**config.mk**
```make
export PLATFORM = sky130hd
export DESIGN_NAME = loop_current_setter
export DESIGN_NICKNAME = d
export VERILOG_FILES = /design/src/rtl/lcs_pkg.sv /design/src/rtl/lcs_sync.sv /design/src/rtl/lcs_pulse_classifier.sv /design/src/rtl/lcs_level_counter.sv /design/src/rtl/lcs_busy_latch.sv /design/src/rtl/loop_current_setter.sv
export SDC_FILE = /design/constraint.sdc
export NUM_CORES = 1
export LEC_CHECK = 0
export CAP_MARGIN = 10
export CORE_AREA = 10 10 54 56
export DETAILED_ROUTE_END_ITERATION = 12
export DIE_AREA = 0 0 64 66
export PLACE_DENSITY = 0.84
export RECOVER_POWER = 50
export SLEW_MARGIN = 20
export SYNTH_ARGS = -nofsm -noshare
export SYNTH_HDL_FRONTEND = slang
export SYNTH_SLANG_ARGS = --single-unit
```
**constraint.sdc**
```tcl
create_clock -name clk -period 1.98 [get_ports clk]
set_input_delay 0.594 -clock clk [delete_from_list [all_inputs] [get_ports clk]]
set_output_delay 0.594 -clock clk [all_outputs]
set_load 0.01 [all_outputs]
```
**src/rtl/lcs_pkg.sv**
```systemverilog
package lcs_pkg;
  typedef enum logic [1:0] {
    PK_NONE  = 2'd0,
    PK_STEP  = 2'd1,
    PK_CLEAR = 2'd2
  } pulse_kind_t;
endpackage

```
**src/rtl/lcs_sync.sv**
```systemverilog
module lcs_sync #(
  parameter int          N        = 1,
  parameter logic [15:0] RST_BITS = '0
) (
  input  logic         clk,
  input  logic         rst_n,
  input  logic [N-1:0] d,
  output logic [N-1:0] q
);
  for (genvar i = 0; i < N; i++) begin : g_bit
    logic st1, st2;
    always_ff @(posedge clk) begin
      if (!rst_n) begin
        st1 <= RST_BITS[i];
        st2 <= RST_BITS[i];
      end else begin
        st1 <= d[i];
        st2 <= st1;
      end
    end
    assign q[i] = st2;
  end
endmodule

```
**src/rtl/lcs_pulse_classifier.sv**
```systemverilog
module lcs_pulse_classifier
  import lcs_pkg::*;
#(
  parameter int MIN_CYCLES   = 4,
  parameter int CLEAR_CYCLES = 64
) (
  input  logic        clk,
  input  logic        rst_n,
  input  logic        line_s,
  output pulse_kind_t kind
);
  localparam int CW = $clog2(CLEAR_CYCLES + 1);
  localparam logic [CW-1:0] CLR_L = CW'(CLEAR_CYCLES);
  localparam logic [CW-1:0] MIN_L = CW'(MIN_CYCLES);

  logic          line_d;
  logic [CW-1:0] low_cnt;
  logic          rise;

  always_ff @(posedge clk) begin
    if (!rst_n) begin
      line_d  <= 1'b1;
      low_cnt <= '0;
    end else begin
      line_d <= line_s;
      if (line_s)
        low_cnt <= '0;
      else if (low_cnt != CLR_L)
        low_cnt <= low_cnt + 1'b1;
    end
  end

  assign rise = line_s && !line_d;

  always_comb begin
    kind = PK_NONE;
    if (rise) begin
      if (low_cnt >= CLR_L)      kind = PK_CLEAR;
      else if (low_cnt >= MIN_L) kind = PK_STEP;
    end
  end
endmodule

```
**src/rtl/lcs_level_counter.sv**
```systemverilog
module lcs_level_counter
  import lcs_pkg::*;
#(
  parameter int LEVEL_W   = 5,
  parameter int MAX_LEVEL = 30
) (
  input  logic               clk,
  input  logic               rst_n,
  input  pulse_kind_t        kind,
  input  logic               hold_s,
  output logic [LEVEL_W-1:0] level
);
  localparam logic [LEVEL_W-1:0] TOP = LEVEL_W'(MAX_LEVEL);

  always_ff @(posedge clk) begin
    if (!rst_n)
      level <= '0;
    else if (kind == PK_CLEAR)
      level <= '0;
    else if (kind == PK_STEP && !hold_s && level < TOP)
      level <= level + 1'b1;
  end
endmodule

```
**src/rtl/lcs_busy_latch.sv**
```systemverilog
module lcs_busy_latch
  import lcs_pkg::*;
(
  input  logic        clk,
  input  logic        rst_n,
  input  pulse_kind_t kind,
  input  logic        busy_s,
  input  logic        busy_dis,
  output logic        busy_ind_n
);
  logic busy_q;

  always_ff @(posedge clk) begin
    if (!rst_n)
      busy_q <= 1'b0;
    else if (kind != PK_NONE)
      busy_q <= busy_s;
  end

  assign busy_ind_n = !(busy_q && !busy_dis);
endmodule

```
**src/rtl/loop_current_setter.sv**
```systemverilog
module loop_current_setter
  import lcs_pkg::*;
#(
  parameter int LEVEL_W      = 5,
  parameter int MAX_LEVEL    = 30,
  parameter int MIN_CYCLES   = 4,
  parameter int CLEAR_CYCLES = 64
) (
  input  logic               clk,
  input  logic               rst_n,
  input  logic               cmd_n,
  input  logic               hold,
  input  logic               busy_in,
  input  logic               pol_in,
  input  logic               busy_dis,
  output logic [LEVEL_W-1:0] level,
  output logic               pol_rev,
  output logic               busy_ind_n
);
  localparam int NSYNC = 4;

  logic [NSYNC-1:0] raw_v, syn_v;
  pulse_kind_t      evt_kind;

  assign raw_v = {pol_in, busy_in, hold, cmd_n};

  lcs_sync #(.N(NSYNC), .RST_BITS(16'h0001)) u_sync (
    .clk(clk), .rst_n(rst_n), .d(raw_v), .q(syn_v)
  );

  lcs_pulse_classifier #(
    .MIN_CYCLES(MIN_CYCLES), .CLEAR_CYCLES(CLEAR_CYCLES)
  ) u_class (
    .clk(clk), .rst_n(rst_n), .line_s(syn_v[0]), .kind(evt_kind)
  );

  lcs_level_counter #(.LEVEL_W(LEVEL_W), .MAX_LEVEL(MAX_LEVEL)) u_level (
    .clk(clk), .rst_n(rst_n), .kind(evt_kind), .hold_s(syn_v[1]), .level(level)
  );

  lcs_busy_latch u_busy (
    .clk(clk), .rst_n(rst_n), .kind(evt_kind), .busy_s(syn_v[2]),
    .busy_dis(busy_dis), .busy_ind_n(busy_ind_n)
  );

  assign pol_rev = syn_v[3];
endmodule

```
# Word-level counts from Yosys, hierarchy flattened
# Cells that the tools add are included.
# word_totals
register_bits	22
inputBits	7
out_inout_bits	7
wordCells	35
# op_classes
add_sub_neg	2
n_lt_le_gt_ge	3
n_eq_ne	3
muxes	3
bitwise_logic	1
reduce_logical	11
# ops
op	n
7-bit by 1-bit adder with 7-bit output (second input constant)	1
7-bit by 3-bit greater-or-equal comparator with 1-bit output (second input constant)	1
7-bit greater-or-equal comparator (second input constant)	1
7-bit inequality test (second input constant)	1
5-bit by 1-bit adder with 5-bit output (second input constant)	1
5-bit < comparator (second input constant)	1
1-bit logical AND	4
1-bit zero test	4
2-bit two-way mux	2
2-bit OR reduction	2
2-bit by 1-bit == test with 1-bit output (second input constant)	1
2-bit == test (second input constant)	1
2-bit nonzero test	1
1-bit two-way mux	1
1-bit NOT	1

# Depth between registers and ports, before layout
# Gate-level depths: netlist of run 1.
# depth
ltp_word	7
mapped_depth	4
mapped_depth_nobuf	4

# By module
# Synthesis of run 1 repeated with hierarchy kept, for this count alone.
# hier_totals
hier_cells	94
hier_area_um2	944.7
# modules_own_cells
mod	instances	cells_each	area_per_inst_um2	seq_area_each_um2
lcs_pulse_classifier	1	42	386.6	160.2
lcs_level_counter	1	27	271.5	100.1
lcs_sync	1	20	240.2	160.2
lcs_busy_latch	1	5	46.3	20.0

# Least setup slack after synthesis of run 1
# OpenSTA, ideal clock, no wires.
# synth_path
kind	flip-flop to flip-flop
start	register u_class.low_cnt[6]
end	register u_level.level[2]
setup_time_ps	72
arrival_time_ps	1330
t_required_ps	1908
path_slack_ps	579
stages_incl_launch_ff	4
path_buffers	0
synth_period_minus_slack_ps	1401
path_cell_list	dfxtp_1 -> or4b_4 -> nor4b_2 -> mux2i_1
# synth_between
elab_chain_cells	7
word_cells_on_any_way	10
classes_between	order compare: 2; eq/ne: 2; mux: 3; reduce/logical: 3
# synth_lines
element	line_no	source
from (decl)	lcs_pulse_classifier.sv:17	logic [CW-1:0] low_cnt;
from (signal assigned)	lcs_pulse_classifier.sv:29	low_cnt <= low_cnt + 1'b1;
7-bit by 3-bit greater-or-equal comparator with 1-bit output	lcs_pulse_classifier.sv:39	else if (low_cnt >= MIN_L) kind = PK_STEP;
1-bit two-way mux	lcs_pulse_classifier.sv:39	
2-bit two-way mux (*)	lcs_pulse_classifier.sv:38	if (low_cnt >= CLR_L) kind = PK_CLEAR;
2-bit two-way mux (*)	lcs_pulse_classifier.sv:37	if (rise) begin
2-bit by 1-bit == test with 1-bit output	lcs_level_counter.sv:20	else if (kind == PK_STEP && !hold_s && level < TOP)
1-bit logical AND (2 in series)	lcs_level_counter.sv:20	
to (signal assigned)	lcs_level_counter.sv:21	level <= level + 1'b1;
to (decl)	lcs_level_counter.sv:11	output logic [LEVEL_W-1:0] level
# Mark *: on every way between the ends. The rest lies on a longest branch, timed or not.
# A chain may end at the register's enable or synchronous reset.

# Worst setup path after layout of run 1
# layout_path
start	register u_level.level[2]
end	output port level[2]
# layout_rtl
element	line_no	source
to (decl)	loop_current_setter.sv:16	output logic [LEVEL_W-1:0] level,
# No word-level cell between the ends.

==> impl_metrics.json, run 1 <==
{
  "layout-drive-gt1-share": 0.123,
  "finalMaxSlewViolations": 0,
  "setup_viol_count_final": 0,
  "cts.reportedPaths.clkPinSlew_ns": 0.12,
  "yosysSeqAreaShare": 0.479,
  "critical_path_class": "reg -> out",
  "fin_util": 0.582,
  "ys_top_cells_by_count": "dfxtp_1, nand3_1, and2_1, mux2i_1",
  "postSynthAreaPerCell_um2": 10.2,
  "cpPeakStageDelay_ns": 0.57,
  "synth_cell_types": 23,
  "area_growth_syn_to_layout_pct": 20.3,
  "fin_crit_ns": 1.91,
  "critPathBufInv": 1,
  "cts_made_buffers": 3,
  "worst_pin_slew_ns": 0.710,
  "crit_required_ns": 1.39,
  "vias": 695,
  "maxCapViolations": 0,
  "synth-edff-count": 0,
  "routabilityCongestion": 0.739,
  "timing.hold.ws_ns": 0.426,
  "power_density_nw_per_um2": 666,
  "grt_pass1_wl_um": 2760,
  "path_cells": "clkdlybuf4s50_1",
  "start_util": 0.484,
  "synth_top_area_frac": 0.479,
  "core_um2": 1900,
  "critical-path-top-delay-family": "buffers and inverters",
  "ir_worst_vdd_mv": 0.479,
  "worstPathMaxFanout": 6,
  "postCtsHoldBufs": 0,
  "fin_skew_ns": 0.00214,
  "cp-end-kind": "primary output",
  "syn_inst": 90,
  "fp.dieH_um": 66,
  "htree_num_levels": 1,
  "synthFlopType": "dfxtp_1",
  "antenna_found_initial": 0,
  "cts_tree": "built",
  "io-pin-count": 14,
  "rows": 16,
  "cts_num_sinks": 22,
  "die_w_um": 64,
  "fmax_mhz": 523,
  "clk_latency_ns": 0.31,
  "arrival_ns": 1.32,
  "grt_remaining_overflow": 0,
  "yosysMostFrequentCell": "dfxtp_1",
  "fin_nets": 117,
  "setup.worst_path.start_class": "register",
  "p_leak_nw": 0.369,
  "relSlewSlack": 0.523,
  "postCtsSetupBuffers": 0,
  "track_usage": 0.0808,
  "fillers": 167,
  "grt_max_degree": 21,
  "min_path_type": "reg -> reg",
  "cts-root-buf": "clkbuf_4",
  "synthTopCellsByArea": "dfxtp_1, mux2i_1, nand3_1",
  "rsz0062_at_grt": "no",
  "dr.pass1.iters": 4,
  "dieArea_um2": 4220,
  "cts_max_path_buffers": 2,
  "finalCritPeriodShare": 0.966,
  "diodes": 0,
  "drtIter0Drc": 8,
  "hold_viol": 0,
  "yosys_warnings": 0,
  "slowest_stage": "clkdlybuf4s50_1",
  "vias_per_cell": 5.23,
  "yosysTopAreaCell": "dfxtp_1",
  "status": "completed",
  "wl_um": 1620,
  "ys_ff_latch": 22,
  "place_hpwl_um": 1210,
  "drc": 0,
  "async_reset_ff_frac": 0,
  "synth_area_um2": 920,
  "post_drt_wl_per_cell_um": 12.1,
  "grt_pass1_vias": 671,
  "syn-num-nets": 100,
  "port_buffers": 13,
  "drtAntennaViolNets": 0
}
-- worst reg2reg max path: stages, from the launching register on --
cell,delay (ns)
dfxtp_1,0.36
nor4_2,0.67
a41o_2,0.36
nor2_1,0.06
-- power by group --
group | total [mW] | internal (mW) | switching, mW | leakage [nW]
clock | 0.250 | 0.112 | 0.137 | 0.0210
combinational | 0.0331 | 0.0202 | 0.0129 | 0.169
sequential | 0.454 | 0.451 | 0.00300 | 0.179
-- repair_timing --
action	4_1_cts	5_1_grt
resized for setup	2	1
hold endpoints to repair	0	0
setup endpoints to repair	1	1
-- cells by family after synthesis --
family | count (synthesis) | synth area share
multiplexers | 6 | 0.0653
AND/OR/NAND/NOR | 44 | 0.322
adder cells (fa/ha/maj) | 3 | 0.0408
flip-flops | 22 | 0.479
XOR/XNOR | 3 | 0.0286
AO/OA/AOI/OAI | 6 | 0.0395
buffers and inverters | 6 | 0.0245
-- registers in the layout, indices dropped and copies added (netlist names) --
signal / flops
u_busy.busy_q: 1
u_sync.g_bit.st2: 4
u_sync.g_bit.st1: 4
u_class.low_cnt: 7
u_level.level: 5
u_class.line_d: 1
-- metal layers --
metal,global-route usage,vias to the layer above,routed length (um),part of all wire
li1,-,344,-,-
met1,0.0814,330,711,0.44
met2,0.133,14,757,0.47
met3,0.0237,7,88,0.054
met4,0.0738,0,57,0.035
met5,0,-,0,0
-- final timing paths --
path                            start                   to  slack (ns)  cells past startpoint
setup reg to reg   u_class.low_cnt[5]   u_class.low_cnt[3]        0.44                      3
hold reg to reg   u_sync.g_bit[0].st1  u_sync.g_bit[0].st2        0.43                      1
hold / removal    u_sync.g_bit[0].st1  u_sync.g_bit[0].st2        0.43                      1
setup / recovery     u_level.level[2]             level[2]        0.07                      1
-- area by class of cell --
| type | count | area [um2] | area share |
|---|---|---|---|
| well taps | 27 | 33.8 | 0.0305 |
| multi-input cells | 62 | 448 | 0.405 |
| repair buffers | 14 | 133 | 0.120 |
| flip-flops and latches | 22 | 440 | 0.398 |
| inverters | 4 | 15.0 | 0.0136 |
| clock buffers | 4 | 36.3 | 0.0328 |
-- placed cells by master, fill, tap and decap left out, types with 4 or more instances in the layout --
cell type,count
nor2_1,5
nand3_1,10
nand3b_1,5
mux2i_1,6
dfxtp_1,22
clkdlybuf4s50_1,11
and2_1,4
nand2b_1,5
inv_1,4
nand2_1,4
-- metrics by stage --
step	cell area [um2]	power (mW)	TNS (ns)	std cells	setup WS (ns)
after global routing	1110	0.760	0	133	0.0145
after floorplan	920	0.480	0	90	0.579
after global placement	1080	0.497	-0.291	129	-0.291
after CTS	1120	0.744	0	133	0.00723
after detailed placement	1080	0.498	-0.291	129	-0.291
final	1110	0.737	0	133	0.0666
No activity file was read; power rests on OpenSTA's default activity.
==> run 2, diff against run 1 <==
- SETUP_SLACK_MARGIN: default -> 0.02
==> run 2 against run 1 <==
  * Register-to-register slack barely moved
  * Sequential share of layout area up 0.068 points
  * Critical endpoint is now level[3]
  * Largest cell class unchanged
  * Flip-flop and latch count stayed put
  * Global-route usage unchanged
  * Worst setup slack better by 0.021 ns
  * Final area is 0.11% higher
==> impl_metrics.json, run 2 (synthesis results as in run 1) <==
{
  "status": "completed",
  "diodes": 0,
  "fp.dieH_um": 66,
  "dr.pass1.iters": 4,
  "routabilityCongestion": 0.739,
  "power_density_nw_per_um2": 665,
  "die_w_um": 64,
  "reg_top3": "u_class.low_cnt (7), u_level.level (5)",
  "start_util": 0.484,
  "cts_tree": "built",
  "grt_pass1_vias": 671,
  "rsz0062_at_grt": "no",
  "wl_met3_um": 88,
  "wl_met2_um": 757,
  "cts-root-buf": "clkbuf_4",
  "clockPowerShare": 0.339,
  "min_path_type": "reg -> reg",
  "crit_required_ns": 1.39,
  "grt_max_degree": 21,
  "core_um2": 1900,
  "dieArea_um2": 4220,
  "reg2reg_slack_ns": 0.44,
  "cp-end-kind": "primary output",
  "setup.worst_path.start_class": "register",
  "cts_made_buffers": 3,
  "swShare": 0.208,
  "p_leak_nw": 0.368,
  "rows": 16,
  "top_layer": "met4",
  "place_hpwl_um": 1210,
  "slowest_stage": "clkdlybuf4s50_1",
  "critical-path-top-delay-family": "buffers and inverters",
  "cpPeakStageDelay_ns": 0.58,
  "drtAntennaViolNets": 0,
  "drc": 0,
  "arrival_ns": 1.30,
  "fillers": 169,
  "worstPathMaxFanout": 5,
  "postCtsHoldBufs": 0,
  "worst_pin_slew_ns": 0.710,
  "critical_path_class": "reg -> out",
  "postCtsSetupBuffers": 0,
  "grt_remaining_overflow": 0,
  "regArea_um2": 442,
  "track_usage": 0.0808,
  "final_cell_mix": "dfxtp_1, clkdlybuf4s50_1, nand3_1",
  "final_area_um2": 1110,
  "path_cells": "clkdlybuf4s50_1",
  "setup_viol_count_final": 0,
  "layout_commonest_cell": "dfxtp_1",
  "largest_register_ffs": 7,
  "cts.reportedPaths.clkPinSlew_ns": 0.12,
  "io-pin-count": 14,
  "area_growth_syn_to_layout_pct": 20.4,
  "cts_max_path_buffers": 2,
  "met1_length_um": 711,
  "fin_nets": 117,
  "layout-drive-gt1-share": 0.132,
  "cts_num_sinks": 22,
  "fmax_mhz": 528,
  "grt_pass1_wl_um": 2760,
  "fin_crit_ns": 1.89,
  "antenna_found_initial": 0,
  "hold_viol": 0,
  "relSlewSlack": 0.523,
  "comb_power_share": 0.045,
  "vias": 695,
  "htree_num_levels": 1,
  "timing.rr.start": "u_class.low_cnt[5]",
  "tns_ns": 0,
  "port_buffers": 13,
  "post_drt_wl_per_cell_um": 12.1,
  "ir_worst_vdd_mv": 0.479,
  "worst_hold_path.num_cells": 1,
  "p_sw_mw": 0.153,
  "fin_skew_ns": 0.00215,
  "holdPathEnd": "u_sync.g_bit[0].st2",
  "pwr-share-seq": 0.616,
  "min_from": "u_sync.g_bit[0].st1",
  "vias_per_cell": 5.23,
  "r2r_end": "u_class.low_cnt[3]",
  "power.internal_mw": 0.584,
  "critPathBufInv": 1,
  "reg2reg_depth": 3,
  "drtIter0Drc": 8,
  "multi_input_area_um2": 448,
  "finalMaxSlewViolations": 0,
  "maxCapViolations": 0,
  "wl_um": 1620,
  "placed_area_um2": 1080,
  "clk_latency_ns": 0.31,
  "finalCritPeriodShare": 0.956,
  "max_flop_register": "u_class.low_cnt"
}
[run 2: power groups by stage]
stage                     combinational [mW]  sequential (mW)  clock [mW]
after global routing                  0.0374            0.455       0.267
final                                 0.0331            0.454       0.250
after floorplan                       0.0164            0.464           0
after detailed placement              0.0340            0.464           0
after CTS                             0.0342            0.454       0.256
after global placement                0.0327            0.464           0
[run 2: area by class of cell]
type,count,share of cell area
clock buffer,4,0.0328
inverter,4,0.0136
multi-input combinational,62,0.405
sequential,22,0.399
tap,27,0.0305
timing repair buffer,14,0.120
[run 2: repair_timing]
item | CTS | global route
pin swaps | 0 | 0
resized for setup | 3 | 2
setup endpoints to repair | 1 | 2
[run 2: worst max path at each step]
stage	start	end	cells after the start
6_report	u_level.level[3]	level[3]	1
5_1_grt	u_level.level[1]	level[1]	1
4_1_cts	busy_dis	busy_ind_n	3
3_5_place_dp	busy_dis	busy_ind_n	3
3_3_place_gp	busy_dis	busy_ind_n	3
2_1_floorplan	u_class.low_cnt[6]	u_level.level[2]	3
[run 2: stage by stage]
stage,power [mW],setup WS (ns),util,hold WS (ns),instances
3_5_place_dp,0.498,-0.291,0.570,0.397,129
5_1_grt,0.760,0.0465,0.582,0.463,133
2_1_floorplan,0.480,0.579,-,0.386,90
3_3_place_gp,0.497,-0.291,0.570,0.393,129
4_1_cts,0.744,0.0286,0.589,0.427,133
6_report,0.737,0.0878,0.582,0.426,133
[run 2: metal layers]
metal  GRT usage  vias up
met5           0        -
met4      0.0738        0
met1      0.0814      330
met3      0.0237        7
li1            -      344
met2       0.133       14
